### src/rtl/rtc_cal_pkg.sv
package rtc_cal_pkg;

    localparam int BYTE_W   = 8;
    localparam int NUM_REGS = 8;
    localparam int ADDR_W   = $clog2(NUM_REGS);
    localparam int FIELD_W  = 7;

    typedef enum logic [ADDR_W-1:0] {
        A_SEC  = 3'd0,
        A_MIN  = 3'd1,
        A_HOUR = 3'd2,
        A_DOW  = 3'd3,
        A_DATE = 3'd4,
        A_MON  = 3'd5,
        A_YEAR = 3'd6,
        A_CENT = 3'd7
    } reg_addr_e;

    typedef logic [NUM_REGS-1:0][BYTE_W-1:0] reg_file_t;

    // Decoded time, always plain binary, hours on a 0..23 scale
    typedef struct packed {
        logic [FIELD_W-1:0] sec;
        logic [FIELD_W-1:0] min;
        logic [FIELD_W-1:0] hour;
        logic [FIELD_W-1:0] dow;
        logic [FIELD_W-1:0] date;
        logic [FIELD_W-1:0] mon;
        logic [FIELD_W-1:0] year;
    } cal_t;

    localparam logic [BYTE_W-1:0] SEC_MASK  = 8'h7F;
    localparam logic [BYTE_W-1:0] CENT_LOAD = 8'h20;

    // index 7 down to 0: century, year, month, date, weekday, hour, min, sec
    localparam reg_file_t RESET_REGS = {8'h20, 8'h00, 8'h01, 8'h01,
                                        8'h01, 8'h00, 8'h00, 8'h00};

    function automatic logic [FIELD_W-1:0] from_field(input logic [BYTE_W-1:0] raw,
                                                      input logic bin);
        logic [BYTE_W-1:0] bcd_val;
        bcd_val = {4'b0, raw[7:4]} * 8'd10 + {4'b0, raw[3:0]};
        return bin ? raw[FIELD_W-1:0] : FIELD_W'(bcd_val);
    endfunction

    function automatic logic [BYTE_W-1:0] to_field(input logic [FIELD_W-1:0] v,
                                                   input logic bin);
        logic [BYTE_W-1:0] wide;
        wide = {1'b0, v};
        return bin ? wide : (((wide / 8'd10) << 4) | (wide % 8'd10));
    endfunction

    function automatic logic [FIELD_W-1:0] month_days(input logic [FIELD_W-1:0] mon,
                                                      input logic [FIELD_W-1:0] year);
        case (mon)
            7'd2:                     return (year[1:0] == 2'b00) ? 7'd29 : 7'd28;
            7'd4, 7'd6, 7'd9, 7'd11:  return 7'd30;
            default:                  return 7'd31;
        endcase
    endfunction

endpackage

### src/rtl/rtc_decode.sv
module rtc_decode
    import rtc_cal_pkg::*;
(
    input  reg_file_t         regs_i,
    input  logic              bin_i,
    input  logic              h24_i,
    output cal_t              cal_o,
    output logic [BYTE_W-1:0] cent_o
);

    logic [FIELD_W-1:0] hour_raw;
    logic [FIELD_W-1:0] hour_base;
    logic               pm;

    always_comb begin
        cal_o.sec  = from_field(regs_i[A_SEC] & SEC_MASK, bin_i);
        cal_o.min  = from_field(regs_i[A_MIN], bin_i);
        cal_o.dow  = from_field(regs_i[A_DOW], bin_i);
        cal_o.date = from_field(regs_i[A_DATE], bin_i);
        cal_o.mon  = from_field(regs_i[A_MON], bin_i);
        cal_o.year = from_field(regs_i[A_YEAR], bin_i);

        pm        = regs_i[A_HOUR][7];
        hour_raw  = from_field({1'b0, regs_i[A_HOUR][6:0]}, bin_i);
        hour_base = (hour_raw == 7'd12) ? 7'd0 : hour_raw;
        if (h24_i)
            cal_o.hour = hour_raw;
        else
            cal_o.hour = hour_base + (pm ? 7'd12 : 7'd0);
    end

    assign cent_o = regs_i[A_CENT];

endmodule

### src/rtl/rtc_encode.sv
module rtc_encode
    import rtc_cal_pkg::*;
(
    input  cal_t              cal_i,
    input  logic [BYTE_W-1:0] cent_i,
    input  logic              bin_i,
    input  logic              h24_i,
    output reg_file_t         regs_o
);

    logic [FIELD_W-1:0] h12;
    logic               pm;

    always_comb begin
        pm = (cal_i.hour >= 7'd12);
        if (cal_i.hour == 7'd0)
            h12 = 7'd12;
        else if (cal_i.hour > 7'd12)
            h12 = cal_i.hour - 7'd12;
        else
            h12 = cal_i.hour;

        regs_o         = '0;
        regs_o[A_SEC]  = to_field(cal_i.sec, bin_i) & SEC_MASK;
        regs_o[A_MIN]  = to_field(cal_i.min, bin_i);
        regs_o[A_DOW]  = to_field(cal_i.dow, bin_i);
        regs_o[A_DATE] = to_field(cal_i.date, bin_i);
        regs_o[A_MON]  = to_field(cal_i.mon, bin_i);
        regs_o[A_YEAR] = to_field(cal_i.year, bin_i);
        regs_o[A_CENT] = cent_i;
        if (h24_i)
            regs_o[A_HOUR] = to_field(cal_i.hour, bin_i);
        else
            regs_o[A_HOUR] = to_field(h12, bin_i) | {pm, 7'b0};
    end

endmodule

### src/rtl/rtc_advance.sv
module rtc_advance
    import rtc_cal_pkg::*;
(
    input  cal_t cur_i,
    input  logic dst_en_i,
    input  logic fb_done_i,
    output cal_t nxt_o,
    output logic midnight_o,
    output logic fallback_o,
    output logic year_wrap_o
);

    logic               at_159;
    logic               spring;
    logic               autumn;
    logic [FIELD_W-1:0] days;

    always_comb begin
        days   = month_days(cur_i.mon, cur_i.year);
        at_159 = (cur_i.hour == 7'd1) && (cur_i.min == 7'd59) && (cur_i.sec == 7'd59);
        spring = dst_en_i && at_159 && (cur_i.dow == 7'd1)
               && (cur_i.mon == 7'd4) && (cur_i.date <= 7'd7);
        autumn = dst_en_i && at_159 && (cur_i.dow == 7'd1)
               && (cur_i.mon == 7'd10) && (cur_i.date >= 7'd25) && !fb_done_i;

        nxt_o       = cur_i;
        midnight_o  = 1'b0;
        fallback_o  = 1'b0;
        year_wrap_o = 1'b0;

        if (spring) begin
            nxt_o.hour = 7'd3;
            nxt_o.min  = 7'd0;
            nxt_o.sec  = 7'd0;
        end else if (autumn) begin
            nxt_o.min  = 7'd0;
            nxt_o.sec  = 7'd0;
            fallback_o = 1'b1;
        end else if (cur_i.sec < 7'd59) begin
            nxt_o.sec = cur_i.sec + 7'd1;
        end else begin
            nxt_o.sec = 7'd0;
            if (cur_i.min < 7'd59) begin
                nxt_o.min = cur_i.min + 7'd1;
            end else begin
                nxt_o.min = 7'd0;
                if (cur_i.hour < 7'd23) begin
                    nxt_o.hour = cur_i.hour + 7'd1;
                end else begin
                    nxt_o.hour = 7'd0;
                    midnight_o = 1'b1;
                    nxt_o.dow  = (cur_i.dow >= 7'd7) ? 7'd1 : cur_i.dow + 7'd1;
                    if (cur_i.date < days) begin
                        nxt_o.date = cur_i.date + 7'd1;
                    end else begin
                        nxt_o.date = 7'd1;
                        if (cur_i.mon < 7'd12) begin
                            nxt_o.mon = cur_i.mon + 7'd1;
                        end else begin
                            nxt_o.mon = 7'd1;
                            if (cur_i.year < 7'd99) begin
                                nxt_o.year = cur_i.year + 7'd1;
                            end else begin
                                nxt_o.year  = 7'd0;
                                year_wrap_o = 1'b1;
                            end
                        end
                    end
                end
            end
        end
    end

endmodule

### src/rtl/rtc_shadow.sv
module rtc_shadow
    import rtc_cal_pkg::*;
(
    input  logic                clk,
    input  logic                rst,
    input  logic                freeze_i,
    input  logic                wr_en_i,
    input  logic [ADDR_W-1:0]   addr_i,
    input  logic [BYTE_W-1:0]   wr_byte_i,
    input  reg_file_t           live_i,
    output reg_file_t           usr_o,
    output logic [NUM_REGS-1:0] dirty_o
);

    always_ff @(posedge clk) begin
        if (rst) begin
            usr_o   <= RESET_REGS;
            dirty_o <= '0;
        end else if (!freeze_i) begin
            usr_o   <= live_i;
            dirty_o <= '0;
        end else if (wr_en_i) begin
            usr_o[addr_i]   <= wr_byte_i;
            dirty_o[addr_i] <= 1'b1;
        end
    end

endmodule

### src/rtl/rtc_calendar_core.sv
module rtc_calendar_core
    import rtc_cal_pkg::*;
(
    input  logic              clk,
    input  logic              rst,
    input  logic              tick_i,
    input  logic              fmt_bin_i,
    input  logic              fmt_24h_i,
    input  logic              dst_en_i,
    input  logic              freeze_i,
    input  logic              wr_en_i,
    input  logic [ADDR_W-1:0] addr_i,
    input  logic [BYTE_W-1:0] wr_data_i,
    output logic [BYTE_W-1:0] rd_data_o,
    output logic              done_o
);

    reg_file_t           cur_q;
    reg_file_t           cur_d;
    reg_file_t           base;
    reg_file_t           adv_regs;
    reg_file_t           usr_q;
    logic [NUM_REGS-1:0] dirty_q;
    logic                freeze_q;
    logic                fb_done_q;
    logic                release_w;
    logic [BYTE_W-1:0]   wr_byte;
    logic [BYTE_W-1:0]   cent_base;
    logic [BYTE_W-1:0]   cent_next;
    cal_t                base_cal;
    cal_t                next_cal;
    logic                midnight_w;
    logic                fallback_w;
    logic                year_wrap_w;

    assign release_w = freeze_q && !freeze_i;
    assign wr_byte   = (addr_i == A_SEC) ? (wr_data_i & SEC_MASK) : wr_data_i;

    // On release, the bytes written during the freeze replace the running ones
    generate
        for (genvar g = 0; g < NUM_REGS; g++) begin : g_merge
            assign base[g] = (release_w && dirty_q[g]) ? usr_q[g] : cur_q[g];
        end
    endgenerate

    rtc_decode u_dec (
        .regs_i (base),
        .bin_i  (fmt_bin_i),
        .h24_i  (fmt_24h_i),
        .cal_o  (base_cal),
        .cent_o (cent_base)
    );

    rtc_advance u_adv (
        .cur_i       (base_cal),
        .dst_en_i    (dst_en_i),
        .fb_done_i   (fb_done_q),
        .nxt_o       (next_cal),
        .midnight_o  (midnight_w),
        .fallback_o  (fallback_w),
        .year_wrap_o (year_wrap_w)
    );

    assign cent_next = year_wrap_w ? {cent_base[7], CENT_LOAD[6:0]} : cent_base;

    rtc_encode u_enc (
        .cal_i  (next_cal),
        .cent_i (cent_next),
        .bin_i  (fmt_bin_i),
        .h24_i  (fmt_24h_i),
        .regs_o (adv_regs)
    );

    always_comb begin
        cur_d = tick_i ? adv_regs : base;
        if (wr_en_i && !freeze_i)
            cur_d[addr_i] = wr_byte;
    end

    rtc_shadow u_shadow (
        .clk       (clk),
        .rst       (rst),
        .freeze_i  (freeze_i),
        .wr_en_i   (wr_en_i),
        .addr_i    (addr_i),
        .wr_byte_i (wr_byte),
        .live_i    (cur_d),
        .usr_o     (usr_q),
        .dirty_o   (dirty_q)
    );

    always_ff @(posedge clk) begin
        if (rst) begin
            cur_q     <= RESET_REGS;
            freeze_q  <= 1'b0;
            fb_done_q <= 1'b0;
            done_o    <= 1'b0;
        end else begin
            cur_q    <= cur_d;
            freeze_q <= freeze_i;
            done_o   <= tick_i;
            if (tick_i && midnight_w)
                fb_done_q <= 1'b0;
            else if (tick_i && fallback_w)
                fb_done_q <= 1'b1;
        end
    end

    assign rd_data_o = freeze_i ? usr_q[addr_i] : cur_q[addr_i];

endmodule

### config.mk
export PLATFORM = sky130hd
export DESIGN_NAME = rtc_calendar_core
export DESIGN_NICKNAME = d
export VERILOG_FILES = /design/src/rtl/rtc_cal_pkg.sv /design/src/rtl/rtc_decode.sv /design/src/rtl/rtc_encode.sv /design/src/rtl/rtc_advance.sv /design/src/rtl/rtc_shadow.sv /design/src/rtl/rtc_calendar_core.sv
export SDC_FILE = /design/constraint.sdc
export NUM_CORES = 1
export LEC_CHECK = 0
export BUFFER_PORTS_ARGS = -buffer_cell sky130_fd_sc_hd__buf_2
export CELL_PAD_IN_SITES_DETAIL_PLACEMENT = 1
export CELL_PAD_IN_SITES_GLOBAL_PLACEMENT = 2
export CORE_ASPECT_RATIO = 0.9
export CORE_MARGIN = 2
export CORE_UTILIZATION = 39
export DETAILED_ROUTE_END_ITERATION = 10
export PLACE_DENSITY_LB_ADDON = 0.3
export SLEW_MARGIN = 15
export SYNTH_ARGS = -nofsm -noshare
export SYNTH_HDL_FRONTEND = slang
export SYNTH_HIERARCHICAL = 1
export SYNTH_SLANG_ARGS = --single-unit
### constraint.sdc
create_clock -name clk -period 10.88 [get_ports clk]
set_input_delay 0 -clock clk [delete_from_list [all_inputs] [get_ports clk]]
set_output_delay 0 -clock clk [all_outputs]
set_load 0.03 [all_outputs]
Word-level counts from Yosys, hierarchy flattened

Cells that the tools add are included.

Divide/modulo/power cells: 16
Add/sub/neg operators: 16
Multiply operators: 7
Bitwise logic cells: 11
Multiplexer cells: 79
Order comparisons: 13
Reduce and logical (&&, ||, !) cells: 30
Equal/unequal tests: 12

Operator list:

| cell                                                                   | count |
|---|---|
| 64-bit 2-to-1 mux                                                      | 3 |
| 8-bit 2-to-1 mux                                                       | 21 |
| 7-bit 2-to-1 mux                                                       | 21 |
| 64-bit bitwise mux                                                     | 2 |
| 8-bit OR                                                               | 9 |
| 35-bit 2-to-1 mux                                                      | 2 |
| 7-bit by 4-bit divider with 8-bit output, second input constant        | 8 |
| 7-bit by 4-bit remainder unit with 8-bit output, second input constant | 8 |
| 63-bit 2-to-1 mux                                                      | 1 |
| 28-bit 2-to-1 mux                                                      | 2 |
| 7-bit by 1-bit adder with 7-bit output, second input constant          | 7 |
| 7-bit by 4-bit adder with 7-bit output                                 | 7 |
| 8-bit binary-select mux with 3-bit select                              | 2 |
| 42-bit 2-to-1 mux                                                      | 1 |
| 4-bit by 3-bit multiplier with 6-bit output, second input constant     | 5 |
| 7-bit by 4-bit equality test with 1-bit output, second input constant  | 4 |
| 14-bit 2-to-1 mux                                                      | 2 |
| 8-bit demux with 3-bit select                                          | 1 |
| 1-bit logical AND                                                      | 22 |
| 21-bit 2-to-1 mux                                                      | 1 |
| 1-bit 2-to-1 mux                                                       | 17 |
| 7-bit by 1-bit equality test with 1-bit output, second input constant  | 2 |
| 7-bit by 3-bit equality test with 1-bit output, second input constant  | 2 |
| 7-bit by 6-bit equality test with 1-bit output, second input constant  | 2 |
| 28 further kinds                                                       | 32 |

Flip-flop bits (word level): 139
Bits of input ports: 19
Logic and storage cells: 204

Depth between registers and ports, before layout

Word-level depth: 33
Depth in mapped cells: 46
Depth with buffers taken out: 42

By module

The synthesis kept the hierarchy.

By module, submodules not included:

| module            | times used | sequential area each (um^2) | area an instance (um^2) | cells an instance |
|---|---|---|---|---|
| rtc_calendar_core | 1          | 1,341.3                     | 5,412.7                 | 637 |
| rtc_encode        | 1          | 0.0                         | 3,936.3                 | 632 |
| rtc_shadow        | 1          | 1,441.4                     | 3,245.6                 | 382 |
| rtc_decode        | 1          | 0.0                         | 2,172.1                 | 276 |
| rtc_advance       | 1          | 0.0                         | 1,378.8                 | 217 |

Worst setup path after synthesis

OpenSTA, ideal clock, no wires.

Kind: flip-flop to flip-flop
Start point: register freeze_q
End point: register u_shadow/usr_o[21] (netlist name)
Cell stages (with the launch flop): 45
Setup slack: 2.494 ns
Setup time: 0.058 ns
Arrival time: 8.329 ns
Path buffers: 5
Data required time: 10.822 ns
Cells stage by stage: dfxtp_1 > buf_4 > and2b_1 > nand2_2 > mux2_2 > ha_1 > ha_1 > ha_1 > o2111ai_1 > xnor2_1 > o21ai_0 > a21oi_1 > ha_1 > inv_1 > fa_1 > nor2_1 > o311a_1 > o211a_1 > [9 not listed] > buf_1 > inv_1 > ha_1 > and3_2 > or3_1 > maj3_1 > a21oi_1 > xnor2_1 > ha_1 > inv_1 > o21ai_0 > and4b_1 > a311oi_1 > mux2i_1 > a21oi_1 > nor2_1 > a211oi_1 > o21a_1

RTL lines:

| what                          | line                     | RTL |
|---|---|---|
| start, declared               | rtc_calendar_core.sv:24  | `logic freeze_q;` |
| start signal, assigned        | rtc_calendar_core.sv:100 | `freeze_q <= freeze_i;` |
| end signal, assigned          | rtc_shadow.sv:20         | `usr_o <= live_i;` |
| end signal, assigned by index | rtc_shadow.sv:23         | `usr_o[addr_i] <= wr_byte_i;` |
| end, declared                 | rtc_shadow.sv:11         | `output reg_file_t usr_o,` |

==> PnR_summary.wiki <==
{| class="wikitable"
! Metric !! Value
|-
| Crit. End Element || register
|-
| CTS HTree Levels || 4
|-
| Count of cells along the worst hold path || 2
|-
| Post-cts sizing count || 0
|-
| RSZ-0062 raised after global routing || false
|-
| Number of design-rule violations left by the first detailed-router iteration || approximately 1400
|-
| Die X || ~220 um
|-
| Clock Latency Late Sink || 0.44 ns
|-
| Routability-driven placement congestion ratio || 0.932
|-
| Final critical delay including setup and external delays || just under 10 ns
|-
| Commonest register cell after synthesis || sky130_fd_sc_hd__dfxtp_1
|-
| Combined area of all synthesized cells || roughly 0.016 mm^2
|-
| Setup TNS || 0 ns
|-
| Unique masters post-synth || between 100 and 150
|-
| Area contributors post-synth || sky130_fd_sc_hd__dfxtp_1 (17%), sky130_fd_sc_hd__nor2_1 (7.0%), sky130_fd_sc_hd__mux2i_1 (6.8%), sky130_fd_sc_hd__mux2_2 (6.1%), sky130_fd_sc_hd__ha_1 (6.0%)
|-
| Cells on worst reg2reg path || 41
|-
| Post-Synthesis Mean Instance Area || around 7.5 um^2
|-
| Number of nets still failing antenna checks after routing || 0
|-
| Detail-routed net length per standard cell || 24.5 um
|-
| Worst Skew || roughly 0.017 ns
|-
| Height of the die || 197 um
|-
| Clock-pin transition on the worst setup and hold timing paths || ~0.070 ns
|-
| Crit Path Max Fanout || 19
|-
| Fin. max-slew vios || 0
|-
| Worst reg2reg endpoint || u_shadow/usr_o[31]
|-
| Ports placed on the boundary || 28
|-
| Overall power of the completed layout || 3.37 mW
|-
| CTS tree || yes
|-
| Initial standard-cell utilization of the core || 0.396
|-
| Share of flip-flops with an asynchronous set or reset after synthesis || 0
|-
| GRT overflow || 0
|-
| Required @ worst endpoint || about 11 ns
|-
| Maximum root-to-sink buffer count || 2
|-
| Maximum clock rate || between 100 and 150 MHz
|-
| Number of antenna cells inserted || 0
|-
| Launching element of the worst setup path || freeze_q
|-
| Number of clock sinks || around 140
|-
| Share of post-route cells with drive strength above 1 || 0.108
|-
| Result of the run || finished, final reports clean
|-
| Library cell occupying the most area in the post-synthesis netlist || sky130_fd_sc_hd__dfxtp_1
|-
| Final setup violation count || 0
|-
| Buffer count from post-CTS setup fixing || 0
|-
| Final period util || 0.910
|-
| Fraction of synthesized cell area taken by the top area cell type || 0.172
|-
| Relative slew slack || 0.228
|-
| Max Cap Violations || 0
|-
| Hold slack || approximately 0.035 ns
|-
| Post-layout nets || between 2000 and 2500
|-
| First-pass GRT wire length || about 96000 um
|-
| Worst path buffer plus inverter count || 4
|-
| Reg2Reg Launch Point || freeze_q
|-
| Reg2Reg Setup Slack || just under 1 ns
|-
| Sequential cell area fraction in the yosys report || 0.172
|-
| Maximum number of pins on one net before global-route repair || 78
|-
| Total number of placement rows || 70
|-
| Number of fill cells || 5039
|-
| Family of cells with the greatest summed delay on the critical path || compound AO/OA/AOI/OAI gates
|-
| Overall global routing resource usage || 0.288
|-
| Kind of critical path || reg2reg
|-
| Slowest Stage Delay on Critical Path || slightly above 0.6 ns
|-
| Via total after detailed routing || ~16000
|-
| Type of the worst min-delay path || in2reg
|-
| Number of hold violations in the final report || 0
|-
| Synthesized flop and latch total || roughly 140
|-
| EDFF count, synth || 0
|-
| Drt first pass iters || 5
|-
| Wirelength, routed || approximately 63000 um
|-
| Startpoint type of the worst setup path || register
|-
| Die area || between 0.04 and 0.05 mm^2
|-
| Total power divided by cell area || between 200 and 250 mW/mm^2
|-
| Port Buffer Count || 27
|-
| Beginning of the worst hold path || rst
|-
| Post-synthesis instance total || roughly 2100
|-
| Cell at the slowest stage of the critical path || sky130_fd_sc_hd__nor2_1
|-
| Leak || between 6 and 7 nW
|-
| Leading cell type in the layout, fill and taps excluded || sky130_fd_sc_hd__nor2_1
|-
| Initial antenna violation count || 1
|-
| Slew at the pin closest to its max-slew limit || approximately 1.2 ns
|-
| Worst endpoint data arrival time || between 10 and 15 ns
|-
| Root buffer cell || sky130_fd_sc_hd__clkbuf_16
|-
| Post-place instance area || around 0.016 mm^2
|-
| Max VDD drop || between 0.00015 and 0.0002 V
|-
| Number of global-route vias before repair || around 16000
|-
| DPL Wire Length || about 47000 um
|-
| Vias per inst || roughly 6.3
|-
| Residual DRC || 0
|-
| Final Util || 0.413
|-
| Final non-filler cell area || roughly 0.017 mm^2
|-
| Core Footprint || a little over 0.04 mm^2
|-
| TritonCTS buffer count || 17
|-
| Syn. warnings || 6
|-
| Mapped Nets || approximately 2300
|-
| Hold Crit Endpoint || cur_q[33]
|-
| Post-synthesis to final-layout area growth || 4.17%
|-
| Most frequent cells in the layout || sky130_fd_sc_hd__nor2_1 (299), sky130_fd_sc_hd__a21oi_1 (167), sky130_fd_sc_hd__dfxtp_1 (139)
|}
-- power by group --
part,internal (mW),total (mW),switching [mW]
clock,0.369,0.610,0.241
sequential,0.575,0.646,0.0715
combinational,0.803,2.11,1.31
-- through the flow --
step	setup slack (ns)	instances
5_1_grt	0.392	2576
6_report	0.983	2576
3_3_place_gp	1.58	2544
3_5_place_dp	1.22	2544
4_1_cts	1.14	2576
2_1_floorplan	2.49	2144
-- worst max path at each step --
stage                               to  cells after the start
CTS                 u_shadow/usr_o[31]                     41
global placement    u_shadow/usr_o[31]                     41
floorplan           u_shadow/usr_o[21]                     44
detailed placement  u_shadow/usr_o[31]                     41
global route        u_shadow/usr_o[31]                     41
finish              u_shadow/usr_o[31]                     41
-- cells in the mapped netlist (11+ instances only) --
library cell	number
sky130_fd_sc_hd__o21a_1	17
sky130_fd_sc_hd__nor2_1	299
sky130_fd_sc_hd__and2_1	17
sky130_fd_sc_hd__nor4_1	14
sky130_fd_sc_hd__mux2i_1	109
sky130_fd_sc_hd__buf_4	35
sky130_fd_sc_hd__and3_1	13
sky130_fd_sc_hd__a22oi_1	11
sky130_fd_sc_hd__a21o_1	13
sky130_fd_sc_hd__o22ai_1	39
sky130_fd_sc_hd__a21oi_1	168
sky130_fd_sc_hd__a211oi_1	41
sky130_fd_sc_hd__o31ai_1	17
sky130_fd_sc_hd__mux2_2	87
sky130_fd_sc_hd__dfxtp_1	139
sky130_fd_sc_hd__xnor2_1	41
sky130_fd_sc_hd__nand2_1	111
sky130_fd_sc_hd__nor3_1	28
sky130_fd_sc_hd__nand3_1	29
sky130_fd_sc_hd__xor2_1	30
sky130_fd_sc_hd__clkbuf_1	91
sky130_fd_sc_hd__o21ai_0	106
sky130_fd_sc_hd__nor3b_1	16
sky130_fd_sc_hd__buf_1	16
sky130_fd_sc_hd__fa_1	13
sky130_fd_sc_hd__o221a_1	32
sky130_fd_sc_hd__nand2b_1	43
sky130_fd_sc_hd__inv_1	89
sky130_fd_sc_hd__nor2b_1	56
sky130_fd_sc_hd__ha_1	77
sky130_fd_sc_hd__buf_2	43
sky130_fd_sc_hd__a31oi_1	25
sky130_fd_sc_hd__o211ai_1	19
-- cells by family (layout without fill, tap and decap cells) --
family | count (synthesis) | count (layout) | synth area share
AO/OA/AOI/OAI | 623 | 623 | 0.261
XOR/XNOR | 71 | 71 | 0.0385
adder cells (fa/ha/maj) | 92 | 92 | 0.0770
buffers and inverters | 283 | 175 | 0.0807
flip-flops | 139 | 139 | 0.172
multiplexers | 202 | 202 | 0.137
other | 2 | 2 | 0.000465
AND/OR/NAND/NOR | 732 | 732 | 0.233
-- flip-flops by register name, summed over array words and instances (netlist names) --
signal,flops
u_shadow/usr_o,64
cur_q,64
freeze_q,1
fb_done_q,1
u_shadow/dirty_o,8
done_o,1
-- per-layer routing --
layer	up-vias	wire (um)	GRT usage
li1	7522	-	-
met4	2	1290	0.0688
met2	462	29700	0.482
met5	-	9	0
met3	75	3230	0.0373
met1	8096	28800	0.392
-- layout make-up --
class | count | area [um^2] | share of cell area
timing repair buffer | 53 | 343 | 0.0204
clock inverter | 8 | 106 | 0.00632
multi-input combinational | 1722 | 12100 | 0.718
sequential | 139 | 2780 | 0.165
tap | 540 | 676 | 0.0402
inverter | 91 | 342 | 0.0203
clock buffer | 23 | 498 | 0.0296
-- what timing repair did --
action	4_1_cts	5_1_grt
hold buffers	1	0
hold endpoints to repair	1	0
endpoints found under the setup margin	0	0
(Power assumes the default switching activity.)
